`src/rtl/envw_pkg.sv`:
```
package envw_pkg;

  localparam int NWORDS   = 7;
  localparam int IDX_W    = $clog2(NWORDS);
  localparam int ADDR_W   = 32;
  localparam int OPC_W    = 11;
  localparam int EXC_BITS = 6;
  localparam int ST_BUSY  = 15;
  localparam int ST_ESUM  = 7;

  typedef struct packed {
    logic              prot;
    logic              wide;
    logic [15:0]       cw;
    logic [15:0]       sw;
    logic [15:0]       tw;
    logic [31:0]       ip;
    logic [15:0]       cs;
    logic [OPC_W-1:0]  opc;
    logic [31:0]       dp;
    logic [15:0]       ds;
    logic [ADDR_W-1:0] base;
  } env_snap_t;

  // selector * 16 + offset, wrapping at 32 bits
  function automatic logic [31:0] lin_addr(logic [15:0] sel, logic [31:0] off);
    return {12'b0, sel, 4'b0} + off;
  endfunction

  // 16-bit field in a 32-bit or 16-bit slot
  function automatic logic [31:0] pad_field(logic wide, logic [15:0] v);
    return wide ? {16'hFFFF, v} : {16'h0000, v};
  endfunction

  function automatic logic [31:0] img_word(env_snap_t s, logic [IDX_W-1:0] idx);
    logic [31:0] li;
    logic [31:0] ld;
    logic [31:0] w;
    li = lin_addr(s.cs, s.ip);
    ld = lin_addr(s.ds, s.dp);
    w  = '0;
    case (idx)
      3'd0: w = pad_field(s.wide, s.cw);
      3'd1: w = pad_field(s.wide, s.sw);
      3'd2: w = pad_field(s.wide, s.tw);
      3'd3: begin
        if (s.prot) w = s.wide ? s.ip : {16'h0000, s.ip[15:0]};
        else        w = pad_field(s.wide, li[15:0]);
      end
      3'd4: begin
        if (s.prot) w = s.wide ? {5'b0, s.opc, s.cs} : {16'h0000, s.cs};
        else        w = s.wide ? {4'b0, li[31:16], 1'b0, s.opc}
                               : {16'h0000, li[19:16], 1'b0, s.opc};
      end
      3'd5: begin
        if (s.prot) w = s.wide ? s.dp : {16'h0000, s.dp[15:0]};
        else        w = pad_field(s.wide, ld[15:0]);
      end
      3'd6: begin
        if (s.prot) w = pad_field(s.wide, s.ds);
        else        w = s.wide ? {4'b0, ld[31:16], 12'b0}
                               : {16'h0000, ld[19:16], 12'b0};
      end
      default: w = '0;
    endcase
    return w;
  endfunction

  function automatic logic [ADDR_W-1:0] img_addr(env_snap_t s, logic [IDX_W-1:0] idx);
    logic [IDX_W+1:0] off;
    off = s.wide ? {idx, 2'b00} : {1'b0, idx, 1'b0};
    return s.base + ADDR_W'(off);
  endfunction

  function automatic logic [15:0] ctrl_after(logic [15:0] cw);
    return cw | 16'((1 << EXC_BITS) - 1);
  endfunction

  function automatic logic [15:0] stat_after(logic [15:0] sw);
    logic [15:0] r;
    r = sw;
    r[ST_BUSY] = 1'b0;
    r[ST_ESUM] = 1'b0;
    return r;
  endfunction

endpackage

```
`src/rtl/envw_capture.sv`:
```
module envw_capture
  import envw_pkg::*;
(
  input  logic      clk,
  input  logic      rst_n,
  input  logic      capture,
  input  env_snap_t live,
  output env_snap_t snap
);

  always_ff @(posedge clk) begin
    if (!rst_n)       snap <= '0;
    else if (capture) snap <= live;
  end


  // snapshot_hold_chk
  snapshot_hold_chk: assert property (@(posedge clk) disable iff (!rst_n)
    !capture |=> snap == $past(snap));

endmodule

```
`src/rtl/envw_seq.sv`:
```
module envw_seq #(
  parameter int NW = 7,
  localparam int IW = $clog2(NW)
) (
  input  logic          clk,
  input  logic          rst_n,
  input  logic          start,
  input  logic          wr_ready,
  output logic          busy,
  output logic [IW-1:0] idx,
  output logic          capture,
  output logic          accept,
  output logic          last_hs,
  output logic          done
);

  localparam logic [IW-1:0] LAST_IDX = IW'(NW - 1);

  assign capture = start && !busy;
  assign accept  = busy && wr_ready;
  assign last_hs = accept && (idx == LAST_IDX);

  always_ff @(posedge clk) begin
    if (!rst_n) begin
      busy <= 1'b0;
      idx  <= '0;
      done <= 1'b0;
    end else begin
      done <= last_hs;
      if (capture) begin
        busy <= 1'b1;
        idx  <= '0;
      end else if (accept) begin
        if (idx == LAST_IDX) busy <= 1'b0;
        else                 idx  <= idx + 1'b1;
      end
    end
  end


  // stall_hold_chk
  stall_hold_chk: assert property (@(posedge clk) disable iff (!rst_n)
    busy && !wr_ready |=> busy && idx == $past(idx));


  // step_one_chk
  step_one_chk: assert property (@(posedge clk) disable iff (!rst_n)
    accept && !last_hs |=> busy && idx == $past(idx) + 1'b1);


  // done_after_last_chk
  done_after_last_chk: assert property (@(posedge clk) disable iff (!rst_n)
    last_hs |=> done && !busy);


  // done_single_chk
  done_single_chk: assert property (@(posedge clk) disable iff (!rst_n)
    done |=> !done);


  // busy_keeps_chk
  busy_keeps_chk: assert property (@(posedge clk) disable iff (!rst_n)
    busy && !last_hs |=> busy);

endmodule

```
`src/rtl/envw_fmt.sv`:
```
module envw_fmt
  import envw_pkg::*;
(
  input  env_snap_t         snap,
  input  logic [IDX_W-1:0]  idx,
  output logic [ADDR_W-1:0] wr_addr,
  output logic [31:0]       wr_data,
  output logic [4:0]        img_len
);

  localparam logic [4:0] LEN_WIDE   = 5'(NWORDS * 4);
  localparam logic [4:0] LEN_NARROW = 5'(NWORDS * 2);

  always_comb begin
    wr_addr = img_addr(snap, idx);
    wr_data = img_word(snap, idx);
    img_len = snap.wide ? LEN_WIDE : LEN_NARROW;
  end


  // narrow_upper_zero_chk
  always_comb begin
    if (!snap.wide) narrow_upper_zero_chk: assert (wr_data[31:16] == 16'h0000);
  end

endmodule

```
`src/rtl/envw_post.sv`:
```
module envw_post
  import envw_pkg::*;
(
  input  logic        clk,
  input  logic        rst_n,
  input  logic        last_hs,
  input  logic [15:0] cw,
  input  logic [15:0] sw,
  output logic [15:0] ctrl_upd,
  output logic [15:0] stat_upd
);

  always_ff @(posedge clk) begin
    if (!rst_n) begin
      ctrl_upd <= '0;
      stat_upd <= '0;
    end else if (last_hs) begin
      ctrl_upd <= ctrl_after(cw);
      stat_upd <= stat_after(sw);
    end
  end

endmodule

```
`src/rtl/env_image_writer.sv`:
```
module env_image_writer
  import envw_pkg::*;
(
  input  logic        clk,
  input  logic        rst_n,
  input  logic        start,
  input  logic        prot_mode,
  input  logic        wide_op,
  input  logic [15:0] ctrl_word,
  input  logic [15:0] stat_word,
  input  logic [15:0] tag_word,
  input  logic [31:0] instr_ptr,
  input  logic [15:0] code_sel,
  input  logic [10:0] opcode,
  input  logic [31:0] data_ptr,
  input  logic [15:0] data_sel,
  input  logic [31:0] base_addr,
  output logic        wr_valid,
  input  logic        wr_ready,
  output logic [31:0] wr_addr,
  output logic [31:0] wr_data,
  output logic [4:0]  img_len,
  output logic        done,
  output logic [15:0] ctrl_upd,
  output logic [15:0] stat_upd
);

  env_snap_t        live;
  env_snap_t        snap;
  logic             busy;
  logic [IDX_W-1:0] idx;
  logic             capture;
  logic             accept;
  logic             last_hs;

  always_comb begin
    live.prot = prot_mode;
    live.wide = wide_op;
    live.cw   = ctrl_word;
    live.sw   = stat_word;
    live.tw   = tag_word;
    live.ip   = instr_ptr;
    live.cs   = code_sel;
    live.opc  = opcode;
    live.dp   = data_ptr;
    live.ds   = data_sel;
    live.base = base_addr;
  end

  envw_seq #(.NW(NWORDS)) u_seq (
    .clk(clk), .rst_n(rst_n), .start(start), .wr_ready(wr_ready),
    .busy(busy), .idx(idx), .capture(capture), .accept(accept),
    .last_hs(last_hs), .done(done)
  );

  envw_capture u_cap (
    .clk(clk), .rst_n(rst_n), .capture(capture), .live(live), .snap(snap)
  );

  envw_fmt u_fmt (
    .snap(snap), .idx(idx), .wr_addr(wr_addr), .wr_data(wr_data), .img_len(img_len)
  );

  envw_post u_post (
    .clk(clk), .rst_n(rst_n), .last_hs(last_hs), .cw(snap.cw), .sw(snap.sw),
    .ctrl_upd(ctrl_upd), .stat_upd(stat_upd)
  );

  assign wr_valid = busy;


  // addr_step_chk
  addr_step_chk: assert property (@(posedge clk) disable iff (!rst_n)
    accept && !last_hs |=>
      wr_addr == $past(wr_addr) + ($past(snap.wide) ? 32'd4 : 32'd2));


  // data_stable_chk
  data_stable_chk: assert property (@(posedge clk) disable iff (!rst_n)
    wr_valid && !wr_ready |=> $stable(wr_addr) && $stable(wr_data));


  // mask_set_chk
  mask_set_chk: assert property (@(posedge clk) disable iff (!rst_n)
    done |-> ctrl_upd[EXC_BITS-1:0] == '1 && !stat_upd[ST_BUSY] && !stat_upd[ST_ESUM]);


  // done_idle_chk
  done_idle_chk: assert property (@(posedge clk) disable iff (!rst_n)
    done |-> !wr_valid);


  // reset_quiet_chk
  reset_quiet_chk: assert property (@(posedge clk)
    $past(!rst_n) |-> !wr_valid && !done);

endmodule

```
`config.mk`:
```
export PLATFORM = sky130hd
export DESIGN_NAME = env_image_writer
export DESIGN_NICKNAME = d
export VERILOG_FILES = /design/src/rtl/envw_pkg.sv /design/src/rtl/envw_capture.sv /design/src/rtl/envw_seq.sv /design/src/rtl/envw_fmt.sv /design/src/rtl/envw_post.sv /design/src/rtl/env_image_writer.sv
export SDC_FILE = /design/constraint.sdc
export NUM_CORES = 1
export LEC_CHECK = 0
export CORE_MARGIN = 3
export CORE_UTILIZATION = 58
export CTS_CLUSTER_DIAMETER = 200
export DETAILED_ROUTE_END_ITERATION = 10
export DONT_BUFFER_PORTS = 1
export PLACE_DENSITY = 0.82
export SLEW_MARGIN = 20
export SYNTH_ARGS = -nofsm -noshare
export SYNTH_HDL_FRONTEND = slang
export SYNTH_SLANG_ARGS = --single-unit
```
`constraint.sdc`:
```
create_clock -name clk -period 3.8 [get_ports clk]
set_input_delay 0.95 -clock clk [delete_from_list [all_inputs] [get_ports clk]]
set_output_delay 0.95 -clock clk [all_outputs]
set_load 0.02 [all_outputs]
```
==> reports/metrics.yaml, run 1 <==
run_status: "finished with violations"
violations: "negative setup slack"
clkLatencyLatePin_ps: 520
cap_viol_max_count: 0
vdd_drop_max_v: 0.0003054
endpoint: "wr_data[27]"
worst-endpoint-required_ps: 2850
muxShareOfSynthArea_pct: 1.056
synth_compound_area_share_pct: 27.81
synth-simple-area-share_pct: 21.73
seqCellArea_sq_mm: 0.004448
groute.usage.overall_pct: 31.17
crit_start: "u_cap.snap[115]$_SDFFE_PN0P_"
synth_top_family_by_area: "compound AO/OA/AOI/OAI gates"
root_buffer: "clkbuf_16"
r2r-start: "u_seq.idx[0]$_SDFFE_PP0P_"
die_x_microns: 151.8
relSlewSlack_pct: 28.90
htreeDepth: 1
fin_nets: 1846
synth-edff-count: 0
portBuffers: 0
synthArstFlopShare_pct: 0
ys_ff_latch: 219
tightest_slew_ps: 1065
post_drt_wl_per_cell_microns: 21.10
start_kind: "register"
rows: 52
die_area_sq_mm: 0.02303
synthAdderAreaFrac_pct: 4.651
wl_met3_microns: 3821
coreArea_sq_mm: 0.02056
p_leak_nw: 5.623
place_congestion: 0.9267
power_density_mw_per_mm2: 372.8
hold_viol_final: 0
clkSlewWorstSetupHoldPaths_ps: 60
max_freq_mhz: 253.1
synth_cells: 1582
grt_pass1_wl_microns: 57470
area_growth_pct: 18.49
cts_buffers: 22
via_count: 12050
highest_layer: "met4"
synth_ff_type: "dfxtp_1"
fin_ws_ps: -150.4
r2r-end: "u_post.ctrl_upd[14]$_SDFFE_PN0P_"
hold_path_class: "register to register"
dpl.hpwl_microns: 27200
r2r_cells: 7
synth.distinct_cells: 69
rsz0062_at_grt: "yes"
period_needed_ps: 3950
fin_area_sq_mm: 0.01460
dpl_cell_area_sq_mm: 0.01275
ant_nets: 0
fillers: 1606
reg2reg_slack_ps: 1550
worstSetupPathType: "register to output port"
cts_tree: "built"
setup_viol: 26
grt.overflow.total: 0
wl_met2_microns: 18480
antenna_cells: 0
synth_xor_xnor_area_share_pct: 4.407
seq_area_frac_synth_pct: 35.58
end_kind: "output port"
antenna_found_initial: 0
initial_core_util_pct: 59.93
slew_viol_final: 0
synth_area_per_cell_sq_um: 7.789
dr.pass1.iters: 9
grt_pass1_vias: 11000
synth_area_sq_mm: 0.01232
grt_max_degree: 218
layout_commonest_cell: "nand2_1"
fin_crit_sh_pct: 104.0
die-height_microns: 151.8
critPathArrivalTime_ps: 3000
critPathMaxFanout: 5
yosysWarningCount: 0
drt-total-wl_microns: 39920
cts_buffer_depth: 3
drtIter0Drc: 1148
multi_input_area_sq_mm: 0.008137
final_cell_mix: "481 x nand2_1, 214 x a21boi_0, 184 x dfxtp_1"
final_util_pct: 71.01
drcViolationCount: 0
finClkSkew_ps: 12.00
m1WireLength_microns: 15380
io_pins: 296
drive_gt1_share_pct: 18.62
vias_per_cell: 6.369
clock-sinks: 219
-- repair_timing --
item | in CTS | in global routing
setup endpoints to repair | 38 | 35
buffers inserted | 27 | 22
resized for setup | 109 | 85
hold buffers | 0 | 0
pin swaps | 53 | 54
-- cell usage after synthesis (all sizes together), types with 18 or more instances --
master / count / share of area [%]
dfxtp: 219 / 36
o21ai: 34 / 1.4
ha: 41 / 4.2
buf: 19 / 0.94
xor2: 25 / 1.8
inv: 25 / 0.76
a221oi: 19 / 1.5
clkbuf: 98 / 3.0
a21boi: 216 / 13
and3: 18 / 0.91
xnor2: 37 / 2.6
nand3: 39 / 1.6
nor2: 39 / 1.2
nand2: 488 / 15
a21oi: 50 / 2.1
-- area by class of cell --
type                            instances  share of cell area, %
Multi-Input combinational cell       1224                  55.73
Inverter                               25                 0.6599
Tap cell                              270                  2.314
Clock inverter                          4                 0.2485
Clock buffer                           33                  4.328
Sequential cell                       219                  30.47
Timing Repair Buffer                  117                  6.256
-- worst min-delay path by stage --
stage	start	end	depth (start not counted)
detailed placement	u_cap.snap[172]$_SDFFE_PN0P_	u_cap.snap[172]$_SDFFE_PN0P_	2
global placement	u_cap.snap[144]$_SDFFE_PN0P_	u_cap.snap[144]$_SDFFE_PN0P_	2
finish	u_cap.snap[162]$_SDFFE_PN0P_	u_cap.snap[162]$_SDFFE_PN0P_	2
CTS	u_cap.snap[172]$_SDFFE_PN0P_	u_cap.snap[172]$_SDFFE_PN0P_	2
floorplan	u_cap.snap[140]$_SDFFE_PN0P_	u_cap.snap[140]$_SDFFE_PN0P_	2
global route	u_cap.snap[141]$_SDFFE_PN0P_	u_cap.snap[141]$_SDFFE_PN0P_	2
-- kinds of logic (layout without fill, tap and decap cells) --
group	after synthesis	after routing
AOI/OAI and AO/OA	458	458
xor gates and xnor gates	62	62
adders and majority gates	44	44
buffers and inverters	142	179
DFF	219	219
muxes	13	13
other	2	5
and+or+nand+nor	642	642
-- metrics by stage --
step	power, mW	setup TNS [ps]	hold WS (ps)	cells	setup WS (ps)
floorplan	3.104	0	442.8	1585	18.34
global placement	3.290	0	449.7	1808	103.6
detailed placement	3.311	0	457.9	1808	87.06
CTS	5.399	-459.5	466.7	1872	-80.98
global route	5.628	-4726	483.9	1892	-253.6
finish	5.442	-1907	464.6	1892	-150.4
-- flip-flops by register name, indices dropped and copies added, names as in the netlist --
register and cells:
u_seq.busy 1, u_seq.idx 3, u_post.stat_upd 14, u_seq.done 1, u_cap.snap 189, u_post.ctrl_upd 11
-- power by group --
group | switching, mW | total [mW] | leakage (nW) | internal [mW]
Clock | 0.891 | 2.04 | 0.319 | 1.15
Sequential | 0.157 | 2.58 | 1.81 | 2.42
Combinational | 0.485 | 0.826 | 3.49 | 0.340
Total | 1.53 | 5.44 | 5.62 | 3.91
-- routing by layer --
| layer | vias to the layer above | global-route usage [%] |
|---|---|---|
| met1 | 5643 | 39.52 |
| met3 | 166 | 6.692 |
| met5 | - | 0 |
| met4 | 0 | 13.52 |
| met2 | 685 | 51.24 |
| li1 | 5556 | - |
-- critical path: stages (launching register included) --
cell	delay, ps
dfxtp_4	360
ha_4	280
o211ai_1	180
o211ai_4	350
a21oi_4	110
a221oi_4	420
nor4b_4	310
xnor2_1	150
o221ai_1	130
buf_4	190
No activity file was read; power rests on OpenSTA's default activity.
==> run 2: changes to the inputs <==
CORE_UTILIZATION = 46   (was 58)
DONT_BUFFER_PORTS = not set   (was 1)
PLACE_DENSITY = 0.84   (was 0.82)
SKIP_LAST_GASP = 1   (was not set)
==> run 2 against run 1 <==
Against the previous run:
- the run still ends with negative setup slack left
- non-clock buffer count up 342
- maximum frequency down 2.2%
- routed wire length grew 12%
- via count is 9.9% higher
- global-route usage down 2.0 points
- hold slack got worse by 1.7 ps
- critical path depth is 1 higher
- clock power rose by 25%
- sequential power about the same
- largest power group unchanged
==> reports/metrics.yaml, run 2 (synthesis gave the netlist of run 1 again) <==
run_status: "finished with violations"
violations: "negative setup slack"
dp.cells: 2233
dr.pass1.iters: 7
power_density_mw_per_mm2: 347.9
max_freq_mhz: 247.6
grt_max_degree: 82
worstSetupPathType: "register to output port"
critPathArrivalTime_ps: 3090
grt_pass1_vias: 13090
start_kind: "register"
dpl.hpwl_microns: 32540
rsz0062_at_grt: "yes"
clkSlewWorstSetupHoldPaths_ps: 60
dpl_worst_slack_ps: -272.9
cts_tree: "built"
die-height_microns: 169.7
critPathMaxFanout: 5
groute.usage.overall_pct: 29.21
initial_core_util_pct: 47.02
hold_ws_ps: 462.9
drt-total-wl_microns: 44760
fin_crit_sh_pct: 106.3
ant_nets: 0
stdcell_count: 2309
rows: 59
finClkSkew_ps: 19.43
power_mw: 6.269
period_needed_ps: 4039
die_x_microns: 169.7
portBuffers: 290
vias_per_cell: 5.736
drcViolationCount: 0
fin_nets: 2190
clkLatencyLatePin_ps: 540
coreArea_sq_mm: 0.02621
grt_pass1_wl_microns: 68290
slew_viol_final: 0
largest_reg_flops: 189
cts_buffer_depth: 3
grt.overflow.total: 0
root_buffer: "clkbuf_16"
p_leak_nw: 7.251
cts_buffers: 24
fin_tns_setup_ps: -2598
hold_viol_final: 0
tightest_slew_ps: 741.4
reg.largest.list: "u_cap.snap (189), u_post.stat_upd (14), u_post.ctrl_upd (11)"
regMostFlops: "u_cap.snap"
relSlewSlack_pct: 50.57
hold_path_class: "register to register"
drive_gt1_share_pct: 20.14
io_pins: 296
die_area_sq_mm: 0.02879
area_growth_pct: 46.24
final_cell_mix: "481 x nand2_1, 233 x clkdlybuf4s50_1, 215 x a21boi_0"
vdd_drop_max_v: 0.0002866
fin_ws_ps: -238.5
antenna_found_initial: 4
via_count: 13240
layout_commonest_cell: "nand2_1"
setup_viol: 26
post_drt_wl_per_cell_microns: 19.39
clock-sinks: 219
postCtsHoldBufs: 0
cap_viol_max_count: 0
place_congestion: 0.9316
end_kind: "output port"
drtIter0Drc: 1075
worst-endpoint-required_ps: 2850
htreeDepth: 1
[run 2: changes by cell type in the layout (fill, tap and decap cells not counted), sizes merged]
cell           delta
diode             +3
bufinv            +5
clkinv            +7
inv               +2
clkinvlp          +1
buf              +82
clkdlybuf4s50   +233
clkdlybuf4s15     +3
dlygate4sd2      +10
clkbuf            +6
[run 2: final timing paths]
kind	start	endpoint	slack, ps	depth (start not counted)
worst max-delay path	u_cap.snap[116]$_SDFFE_PN0P_	wr_data[14]	-240	10
worst min register to register	u_post.stat_upd[5]$_SDFFE_PN0P_	u_post.stat_upd[5]$_SDFFE_PN0P_	460	2
worst max register to register	u_seq.idx[0]$_SDFFE_PP0P_	u_post.ctrl_upd[11]$_SDFFE_PN0P_	1850	9
worst min-delay path	u_post.stat_upd[5]$_SDFFE_PN0P_	u_post.stat_upd[5]$_SDFFE_PN0P_	460	2
[run 2: area by class of cell]
class	instances	area, sq um
tap	335	419.2
fill	2065	8187
multi-input combinational	1224	8053
sequential	219	4418
clock inverter	19	246.5
antenna	3	7.507
inverter	25	93.84
clock buffer	25	614.3
timing repair buffer	459	4168
[run 2: power by group]
group / internal, mW / switching [mW]
sequential: 2.42 / 0.141
combinational: 0.581 / 0.580
clock: 1.53 / 1.02
total: 4.53 / 1.74
[run 2: through the flow]
stage,instance area [sq um],utilization [%]
global placement,16340,62.36
floorplan,12340,-
detailed placement,16340,62.36
finish,18020,68.76
global route,18020,68.76
CTS,17700,67.52
[run 2: worst max-delay path, stage by stage, from the launching register on]
cell	delay, ps
dfxtp_1	390
ha_4	240
o211ai_4	290
o21ai_1	160
buf_4	160
o211ai_1	300
nand2_1	130
xnor2_1	160
a311oi_2	270
nand4_1	160
clkdlybuf4s15_2	290
[run 2: timing repair]
| item | 4_1_cts | 5_1_grt |
|---|---|---|
| endpoints found under the setup margin | 57 | 51 |
| resized for setup | 275 | 111 |
| cloned | 0 | 0 |
| buffers inserted | 22 | 9 |
| endpoints found under the hold margin | 0 | 0 |
| pin swaps | 57 | 34 |
[run 2: routing by layer]
metal | track usage, % | routed length (microns) | share of wire [%]
met5 | 0 | 0 | 0
met4 | 13.94 | 2224 | 5.0
met3 | 3.820 | 2676 | 6.0
met2 | 49.77 | 21530 | 48
met1 | 36.60 | 18330 | 41
